## src/rtl/ccb_pkg.sv

```systemverilog
`timescale 1ns/1ps
package ccb_pkg;

    // Selector codes; bit 0 picks the negated member of each pair.
    typedef enum logic [3:0] {
        CC_O   = 4'd0,  CC_NO  = 4'd1,
        CC_B   = 4'd2,  CC_NB  = 4'd3,
        CC_Z   = 4'd4,  CC_NZ  = 4'd5,
        CC_BE  = 4'd6,  CC_NBE = 4'd7,
        CC_S   = 4'd8,  CC_NS  = 4'd9,
        CC_P   = 4'd10, CC_NP  = 4'd11,
        CC_L   = 4'd12, CC_NL  = 4'd13,
        CC_LE  = 4'd14, CC_NLE = 4'd15
    } cc_sel_e;

    typedef struct packed {
        logic ovf;
        logic cry;
        logic zer;
        logic sgn;
        logic par;
    } cc_flags_t;

    localparam int CC_SEL_W  = 4;
    localparam int CC_PAIRS  = 8;
    localparam int CC_COUNT  = 2 * CC_PAIRS;
    localparam int CC_BYTE_W = 8;

endpackage

```

## src/rtl/ccb_cond_decode.sv

```systemverilog
`timescale 1ns/1ps
module ccb_cond_decode
    import ccb_pkg::*;
(
    input  cc_flags_t             flags,
    input  logic [CC_SEL_W-1:0]   sel,
    output logic                  hit
);

    logic [CC_PAIRS-1:0] pair_true;
    logic [CC_COUNT-1:0] all_cond;
    logic                signed_lt;

    always_comb begin
        signed_lt    = flags.sgn ^ flags.ovf;
        pair_true[0] = flags.ovf;
        pair_true[1] = flags.cry;
        pair_true[2] = flags.zer;
        pair_true[3] = flags.cry | flags.zer;
        pair_true[4] = flags.sgn;
        pair_true[5] = flags.par;
        pair_true[6] = signed_lt;
        pair_true[7] = flags.zer | signed_lt;
    end

    // Each pair expands into a true form and its complement.
    for (genvar g = 0; g < CC_PAIRS; g++) begin : g_pair
        assign all_cond[2*g]   =  pair_true[g];
        assign all_cond[2*g+1] = ~pair_true[g];
    end

    assign hit = all_cond[sel];

endmodule

```

## src/rtl/ccb_dest_steer.sv

```systemverilog
`timescale 1ns/1ps
module ccb_dest_steer #(
    parameter int MODE_W = 2
) (
    input  logic              req,
    input  logic [MODE_W-1:0] mode,
    output logic              to_reg,
    output logic              to_mem
);

    localparam logic [MODE_W-1:0] REG_DIRECT = '1;

    logic is_reg;

    always_comb begin
        is_reg = (mode == REG_DIRECT);
        to_reg = req &  is_reg;
        to_mem = req & ~is_reg;
    end

endmodule

```

## src/rtl/ccb_eval.sv

```systemverilog
`timescale 1ns/1ps
module ccb_eval
    import ccb_pkg::*;
#(
    parameter int MODE_W    = 2,
    parameter int REG_IDX_W = 3,
    parameter int ADDR_W    = 16
) (
    input  logic                  clk,
    input  logic                  rst,
    input  logic                  req_valid,
    input  logic [3:0]            cond_sel,
    input  logic                  flag_of,
    input  logic                  flag_cf,
    input  logic                  flag_zf,
    input  logic                  flag_sf,
    input  logic                  flag_pf,
    input  logic [MODE_W-1:0]     addr_mode,
    input  logic [REG_IDX_W-1:0]  reg_idx,
    input  logic [ADDR_W-1:0]     mem_addr,
    output logic                  reg_we,
    output logic [REG_IDX_W-1:0]  reg_waddr,
    output logic [7:0]            reg_wdata,
    output logic                  mem_we,
    output logic [ADDR_W-1:0]     mem_waddr,
    output logic [7:0]            mem_wdata
);

    localparam int PAD_W = CC_BYTE_W - 1;

    cc_flags_t          flags;
    logic               cond_hit;
    logic               go_reg;
    logic               go_mem;
    logic [CC_BYTE_W-1:0] byte_q;

    assign flags = '{ovf: flag_of, cry: flag_cf, zer: flag_zf,
                     sgn: flag_sf, par: flag_pf};

    ccb_cond_decode u_decode (
        .flags (flags),
        .sel   (cond_sel),
        .hit   (cond_hit)
    );

    ccb_dest_steer #(.MODE_W(MODE_W)) u_steer (
        .req    (req_valid),
        .mode   (addr_mode),
        .to_reg (go_reg),
        .to_mem (go_mem)
    );

    // Single output stage: strobes live one cycle per request.
    always_ff @(posedge clk) begin
        if (rst) begin
            reg_we    <= 1'b0;
            mem_we    <= 1'b0;
            byte_q    <= '0;
            reg_waddr <= '0;
            mem_waddr <= '0;
        end else begin
            reg_we <= go_reg;
            mem_we <= go_mem;
            if (req_valid) begin
                byte_q <= {{PAD_W{1'b0}}, cond_hit};
            end
            if (go_reg) begin
                reg_waddr <= reg_idx;
            end
            if (go_mem) begin
                mem_waddr <= mem_addr;
            end
        end
    end

    assign reg_wdata = byte_q;
    assign mem_wdata = byte_q;

endmodule

```

## config.mk

```make
export PLATFORM = sky130hd
export DESIGN_NAME = ccb_eval
export DESIGN_NICKNAME = d
export VERILOG_FILES = /design/src/rtl/ccb_pkg.sv /design/src/rtl/ccb_cond_decode.sv /design/src/rtl/ccb_dest_steer.sv /design/src/rtl/ccb_eval.sv
export SDC_FILE = /design/constraint.sdc
export NUM_CORES = 1
export LEC_CHECK = 0
export BUFFER_PORTS_ARGS = -buffer_cell sky130_fd_sc_hd__buf_2
export CAP_MARGIN = 25
export CORE_ASPECT_RATIO = 1.4
export CORE_MARGIN = 1
export CORE_UTILIZATION = 43
export CTS_BUF_LIST = sky130_fd_sc_hd__clkbuf_16
export CTS_CLUSTER_DIAMETER = 30
export DETAILED_ROUTE_END_ITERATION = 10
export PLACE_DENSITY_LB_ADDON = 0.12
export RECOVER_POWER = 50
export SLEW_MARGIN = 15
export SYNTH_ARGS = -nofsm -noshare
export SYNTH_HDL_FRONTEND = slang
export SYNTH_HIERARCHICAL = 1
export SYNTH_SLANG_ARGS = --single-unit
```

## constraint.sdc

```tcl
create_clock -name clk -period 2.95 [get_ports clk]
set_input_delay 0.1475 -clock clk [delete_from_list [all_inputs] [get_ports clk]]
set_output_delay 0.1475 -clock clk [all_outputs]
set_load 0.03 [all_outputs]
```

-- Word level (Yosys, flattened, before mapping)
Cells that the tools add are included.
- register bits: 22
- logic and storage cells: 23
- $lt $le $gt $ge: 1
- equality and inequality tests: 1
- mux-type cells: 2
- bitwise operators: 14
- operators by type and width (cell ; number):
    1-bit inverter ; 9
    4-bit by 5-bit less-than comparator with 1-bit output (second input constant) ; 1
    1-bit binary-select mux with 4-bit select ; 1
    1-bit bitwise AND ; 2
    2-bit == test (second input constant) ; 1
    1-bit bitwise OR ; 2
    1-bit two-way mux ; 1
    1-bit XOR ; 1

-- Longest topological paths before layout
Gate-level depths: netlist (run 1).
- depth after elaboration: 5
- depth in mapped cells: 6
- gate-level depth less buffers: 6

-- Modules after synthesis
The synthesis (run 1) kept the hierarchy.
- by module, submodules not included (module ; times used ; cells an instance ; area each (um^2) ; seq. area each (um^2)):
    ccb_eval ; 1 ; 84 ; 885.8 ; 440.4
    ccb_cond_decode ; 1 ; 10 ; 77.6 ; 0.0
    ccb_dest_steer ; 1 ; 2 ; 17.5 ; 0.0

-- Worst setup path after synthesis (run 1)
No wires, ideal clock.
- path type: in2reg
- start: in flag_cf
- end: reg byte_q[0] (netlist: mem_wdata[0])
- setup time: 0.117 ns
- arrival time: 1.010 ns
- data required time: 2.833 ns
- path slack: 1.823 ns
- stages on the path: 6
- path buffers: 0
- cells stage by stage: a221o_2 > a21oi_1 > a311oi_2 > xor2_1 > mux2i_1 > nor2_1
- word-level cells in the longest chain between the ends: 4
- elaborated cells between the ends (all ways): 5
- those cells by class: 2 x mux; 3 x bitwise
- ends and longest elaborated chain (item ; RTL line ; text):
    start, declared ; ccb_eval.sv:14 ; input logic flag_cf,
    1-bit bitwise OR ; ccb_cond_decode.sv:19 ; pair_true[3] = flags.cry | flags.zer;
    1-bit inverter ; ccb_cond_decode.sv:29 ; assign all_cond[2*g+1] = ~pair_true[g];
    1-bit binary-select mux with 4-bit select (*) ; ccb_cond_decode.sv:32 ; assign hit = all_cond[sel];
    1-bit two-way mux (implied by the code) (*) ; ccb_cond_decode.sv:32 ;
    named net cond_hit ; ccb_eval.sv:32 ; logic cond_hit;
    end signal, assigned ; ccb_eval.sv:65 ; byte_q <= {{PAD_W{1'b0}}, cond_hit};
    end, declared ; ccb_eval.sv:35 ; logic [CC_BYTE_W-1:0] byte_q;
Mark *: on every way through the listed nets, which the timed path passes. The rest lies on a longest branch. The select of a mux whose other input is x is not followed.
A chain may end at the register's enable or synchronous reset.

-- Worst setup path in the final report (run 1)
- start: in req_valid
- end: reg mem_waddr[2]
- word-level cells in the longest chain between the ends: 1
- ends and longest elaborated chain (item ; RTL line ; text):
    start, declared ; ccb_eval.sv:11 ; input logic req_valid,
    1-bit bitwise AND ; ccb_dest_steer.sv:18 ; to_mem = req & ~is_reg;
    named net go_mem ; ccb_eval.sv:34 ; logic go_mem;
    end signal, assigned ; ccb_eval.sv:71 ; mem_waddr <= mem_addr;
    end, declared ; ccb_eval.sv:25 ; output logic [ADDR_W-1:0] mem_waddr,
The timed path passes the listed nets, and every way through them passes these cells.

==> impl_results.md, run 1 <==
* Ys Warns at 6
* Area after DPL at 1190 sq um
* Setup CP Type: primary input to register
* CTS root buf: clkbuf_16
* Critical Path End Type: register
* Setup tns final at 0 ns
* Area of the multi-input gates at 432 sq um
* Final wirelength at 1720 um
* R2R Setup Slk at 2.32 ns
* Placer congestion estimate at 0.660
* Synth top area share at 44.9%
* DRT iter0 DRCs at 16
* Ports at 70
* Post-CTS Hold Fix Bufs at 0
* Mapped Area at 981 sq um
* Ratio of final minimum period to clock period at 40.7%
* Worst path bufs/invs at 2
* Area growth, synth to finish at 27.0%
* Max-cap viol count at 0
* Via count at 791
* Drt via density at 4.60
* Max VDD drop at 0.000328 V
* Largest net degree at the start of global routing at 23
* Leak at 0.000615 uW
* Launch point of the critical path: req_valid
* Mapped Cells at 96
* Most common cell after layout, fill and taps aside: buf_2
* Setup crit end: mem_waddr[2]$_SDFFE_PP0P_
* DIE AREA at 2480 sq um
* Die Height at 58.5 um
* Pwr Total at 743 uW
* Unrepaired setup endpoints after global routing: no
* Fin util at 57.9%
* R2R depth at 2
* Postcts setup bufs at 0
* Rows at 20
* DRT antenna net count at 0
* FF-to-FF Start: mem_waddr[2]$_SDFFE_PP0P_
* CTS H-tree lvls at 1
* Least-Margin Pin Slew at 0.615 ns
* Slowest stage cell, crit path: a21boi_2
* WP data required at 3.08 ns
* Crit start category: primary input
* # resized after CTS at 0
* WP depth at 5
* FILL cells at 220
* CTS tree: yes
* Sequential-to-total area share from yosys stat at 44.9%
* TritonCTS Buffers at 3
* Fin. Hold Viols at 0
* Worst relative slew slack at 58.8%
* Share of cells above drive strength 1 at 29.3%
* Crit Path Max Fanout at 9
* Tmin final at 1.20 ns
* Synthesis-stage register bit count at 22
* Fmax at 0.833 GHz
* # nets final at 184
* Routed len/inst at 9.99 um
* Pins over their slew limit at 0
* Total GRT Usage at 14.4%
* Die X at 42.4 um
* PortBufs at 55
* Clk_skew at 0 ns
* Hpwl dp at 1380 um
* Worst EP arrival at 1.33 ns
* First-pass DRT Iterations at 4
* Clock tree sinks at 22
* FF-to-FF End: mem_waddr[2]$_SDFFE_PP0P_
* Status: finished, final reports clean
* Hold WC Path Type: primary input to register
* Syn Area/Cell at 10.2 sq um
* Initial Util at 45.6%
* Unique cell type count in the Yosys netlist at 18
* Worst path max stage delay at 0.54 ns
* Leading area contributor after synthesis: dfxtp_1
* Initial antenna violation count at 0
* Final Cell Area at 1250 sq um
* Final setup violation count at 0
* Clock-pin slew on the worst setup and hold paths at 0.06 ns
* Crit path cell chain: clkbuf_1 > a21boi_2 > buf_6 > mux2i_1 > nor2_1
* Remaining Overflow, GRT at 0
* CORE AREA at 2150 sq um
* First-pass GRT wire length at 2820 um
* Skew-Pair Late Insertion Delay at 0.25 ns
* Vias in the first global route at 683
* PwrDens at 597 nW/um^2
* Register area at 440 sq um
* N_diodes at 0
* Most frequent cells in the layout: 37 x buf_2, 22 x dfxtp_1, 21 x mux2i_1, 21 x nor2_1, 18 x clkbuf_1
* CTS Buffer Depth at 2
* CP delay by family, top: compound AO/OA/AOI/OAI gates
* DRC Markers at 0
* Top cells by area, synth: dfxtp_1 45%, mux2i_1 21%, buf_4 11%, nor2_1 8.0%, buf_12 2.0%
## routing by layer
layer | vias to the layer above | wire length [um] | GRT usage, %
met4 | 0 | 15 | 5.36
li1 | 396 | - | -
met3 | 2 | 129 | 3.37
met2 | 39 | 850 | 26.2
met1 | 354 | 722 | 16.3
met5 | - | 0 | 0
## flip-flops by register name (all words and copies together), names as in the netlist
register and flops:
reg_waddr 3, mem_we 1, reg_we 1, mem_waddr 16
mem_wdata 1
## area by class of cell
type                            instances  area share (%)
Clock inverter                          1           0.301
Multi-Input combinational cell         67            34.6
Inverter                                1           0.301
Sequential cell                        22            35.3
Timing Repair Buffer                   56            21.2
Clock buffer                            3            6.02
Tap cell                               22            2.21
## kinds of logic (layout without fill, tap and decap cells)
group	Yosys count	in the layout	share of synthesized area (%)
and+or+nand+nor	25	25	10.3
AOI/OAI and AO/OA	5	5	5.10
xor gates and xnor gates	2	2	1.79
DFF	22	22	44.9
other	1	14	0.382
buffers and inverters	20	61	16.1
muxes	21	21	21.4
## worst reg2reg max path, delay by kind of cell (launching register included)
| kind | cells | cell delay [ns] |
|---|---|---|
| multiplexers | 1 | 0.14 |
| AND/OR/NAND/NOR | 1 | 0.05 |
| flip-flops | 1 | 0.31 |
## through the flow
| stage | worst slack (ns) | cells | hold slack (ns) |
|---|---|---|---|
| 2_1_floorplan | 1.82 | 109 | 0.219 |
| 3_3_place_gp | 1.34 | 167 | 0.383 |
| 3_5_place_dp | 1.52 | 168 | 0.391 |
| 4_1_cts | 1.78 | 172 | 0.135 |
| 5_1_grt | 1.62 | 172 | 0.144 |
| 6_report | 1.75 | 172 | 0.133 |
## synthesized netlist by cell type
cell type,n
buf_6,1
a211oi_1,1
conb_1,1
buf_12,1
a21oi_1,1
buf_2,2
and3_1,1
nor2_1,21
inv_1,1
nor2b_1,2
a221o_2,1
a311oi_2,1
dfxtp_1,22
mux2i_1,21
nand2_1,1
a21boi_2,1
xor2_1,2
buf_4,15
## where the power goes
| part | total (uW) | leakage [uW] | internal [uW] | switching (uW) |
|---|---|---|---|---|
| registers | 322 | 0.000181 | 314 | 7.73 |
| logic | 148 | 0.000396 | 48.6 | 99.5 |
| clock network | 273 | 0.0000385 | 180 | 93.1 |
## worst min path at each step
stage,endpoint,cells past startpoint,start
after global placement,mem_waddr[7]$_SDFFE_PP0P_,3,mem_addr[7]
after CTS,mem_waddr[8]$_SDFFE_PP0P_,3,mem_addr[8]
final,mem_waddr[8]$_SDFFE_PP0P_,3,mem_addr[8]
after detailed placement,mem_waddr[6]$_SDFFE_PP0P_,3,mem_addr[6]
after floorplan,mem_we$_SDFF_PP0_,1,rst
after global routing,mem_waddr[0]$_SDFFE_PP0P_,3,mem_addr[0]
Note: power is estimated with default switching activity, not from simulation.
==> run 2: changes to the inputs <==
CORE_UTILIZATION = 36   (was 43)
clock period = 1 ns   (was 2.95 ns; I/O delays follow)
==> run 2 against run 1 <==
Net effect: combinational power rose to 3.1 times the previous value; sequential share of layout area fell by 1.5 points; critical path depth rose by 2; cell count rose by 9.3%; sequential power rose to 2.9 times the previous value; worst setup slack got worse by 1.7 ns; die area rose by 19%; total power rose to 3.0 times the previous value; register-to-register slack got worse by 1.9 ns.
==> impl_results.md, run 2 (synthesis gave the netlist of run 1 again) <==
* CTS H-tree lvls at 1
* Remaining Overflow, GRT at 0
* Postcts setup bufs at 0
* Pwr Total at 2200 uW
* Post-CTS Hold Fix Bufs at 0
* R2R depth at 2
* Rows at 22
* Most frequent cells in the layout: 53 x buf_2, 22 x dfxtp_1, 21 x mux2i_1, 21 x nor2_1, 14 x conb_1
* CTS root buf: clkbuf_16
* Sw frac at 26.6%
* Clk_skew at 0 ns
* Initial Util at 37.5%
* Int Pwr at 1610 uW
* Status: finished, final reports clean
* Top Registers: mem_waddr: 16 flops, reg_waddr: 3 flops
* Hpwl dp at 1420 um
* WP data required at 1.12 ns
* Hold depth at 3
* PortBufs at 55
* Area growth, synth to finish at 32.8%
* Tmin final at 0.927 ns
* Hold WC Path Type: primary input to register
* Largest net degree at the start of global routing at 23
* Max VDD drop at 0.000698 V
* Setup slack after placement at -0.188 ns
* DRC Markers at 0
* Area after DPL at 1240 sq um
* Max-cap viol count at 0
* Clock-pin slew on the worst setup and hold paths at 0.05 ns
* Sequential share of power at 43.2%
* Share of cells above drive strength 1 at 42.1%
* Most common cell after layout, fill and taps aside: buf_2
* Vias in the first global route at 761
* Die Height at 63.8 um
* Critical Path End Type: register
* Fmax at 1.08 GHz
* First-pass GRT wire length at 2950 um
* Hold EP: mem_waddr[10]$_SDFFE_PP0P_
* Via count at 811
* Total GRT Usage at 13.6%
* Drt via density at 4.31
* Crit Path Max Fanout at 1
* Pins over their slew limit at 0
* Fin. Hold Viols at 0
* N_diodes at 0
* Min setup slack post-route at 0.0732 ns
* Final Cell Area at 1300 sq um
* R2R Setup Slk at 0.38 ns
* CTS Buffer Depth at 2
* Hold Path Origin: mem_addr[10]
* Switch Pwr at 585 uW
* DRT antenna net count at 0
* PwrDens at 1690 nW/um^2
* CTS tree: yes
* FF-to-FF Start: mem_waddr[9]$_SDFFE_PP0P_
* Final setup violation count at 0
* Number of flip-flops in the largest register at 16
* DRT iter0 DRCs at 2
* Setup CP Type: primary input to register
* Largest Register: mem_waddr
* Routed len/inst at 9.44 um
* Worst EP arrival at 1.05 ns
* Clock tree sinks at 22
* Clock share of power at 36.1%
* Combinational power share at 20.7%
* # resized after CTS at 0
* DIE AREA at 2940 sq um
* Final wirelength at 1780 um
* Unrepaired setup endpoints after global routing: no
* Skew-Pair Late Insertion Delay at 0.24 ns
* CORE AREA at 2620 sq um
* Ratio of final minimum period to clock period at 92.7%
* Die X at 46.1 um
* FF-to-FF End: mem_waddr[9]$_SDFFE_PP0P_
* First-pass DRT Iterations at 3
* Initial antenna violation count at 0
* Ports at 70
* Placer congestion estimate at 0.663
* Leak at 0.000691 uW
* TritonCTS Buffers at 3
* Crit start category: primary input
* # nets final at 187
## run 2: cell types whose count changed in the layout (fill, tap and decap cells not counted), sizes merged
cell / delta
buf: +18
clkbuf: -15
clkinv: -1
## run 2: worst max path at each step
stage	start	slack, ns	end	depth (start not counted)
after floorplan	flag_cf	-0.01	mem_wdata[0]$_SDFFE_PP0P_	6
after global placement	flag_cf	-0.15	mem_wdata[0]$_SDFFE_PP0P_	7
after detailed placement	flag_cf	-0.19	mem_wdata[0]$_SDFFE_PP0P_	7
after CTS	flag_cf	0.06	mem_wdata[0]$_SDFFE_PP0P_	7
after global routing	flag_cf	0.02	mem_wdata[0]$_SDFFE_PP0P_	7
final	flag_cf	0.07	mem_wdata[0]$_SDFFE_PP0P_	7
## run 2: area by class of cell
cell class	instances	area [sq um]
Tap cell	36	45.0
Multi-Input combinational cell	67	435
Timing Repair Buffer	59	303
Sequential cell	22	440
Clock buffer	3	75.1
Inverter	1	3.75
Fill cell	274	1310
## run 2: through the flow
| step | cells | setup TNS [ns] | hold slack [ns] | util (%) |
|---|---|---|---|---|
| 2_1_floorplan | 109 | -0.0102 | 0.122 | - |
| 3_3_place_gp | 185 | -0.151 | 0.286 | 47.5 |
| 3_5_place_dp | 185 | -0.188 | 0.297 | 47.5 |
| 4_1_cts | 188 | 0 | 0.0394 | 50.4 |
| 5_1_grt | 188 | 0 | 0.0501 | 49.8 |
| 6_report | 188 | 0 | 0.0404 | 49.8 |
## run 2: worst max-delay path, stage by stage
cell and delay (ns):
buf_2 0.10, a221o_2 0.38, a21oi_2 0.13, a311oi_2 0.06, xor2_1 0.15, mux2i_1 0.14
nor2_1 0.05
## run 2: layer usage
layer	wire (um)	track usage [%]
met1	668	14.8
met2	935	23.2
met3	142	1.69
met4	28	8.82
met5	0	0
## run 2: power groups by stage
stage | combinational (uW) | clock, uW | sequential [uW]
floorplan | 271 | 0 | 1070
global placement | 462 | 0 | 966
detailed placement | 468 | 0 | 968
CTS | 469 | 832 | 949
global route | 492 | 873 | 955
finish | 454 | 793 | 949
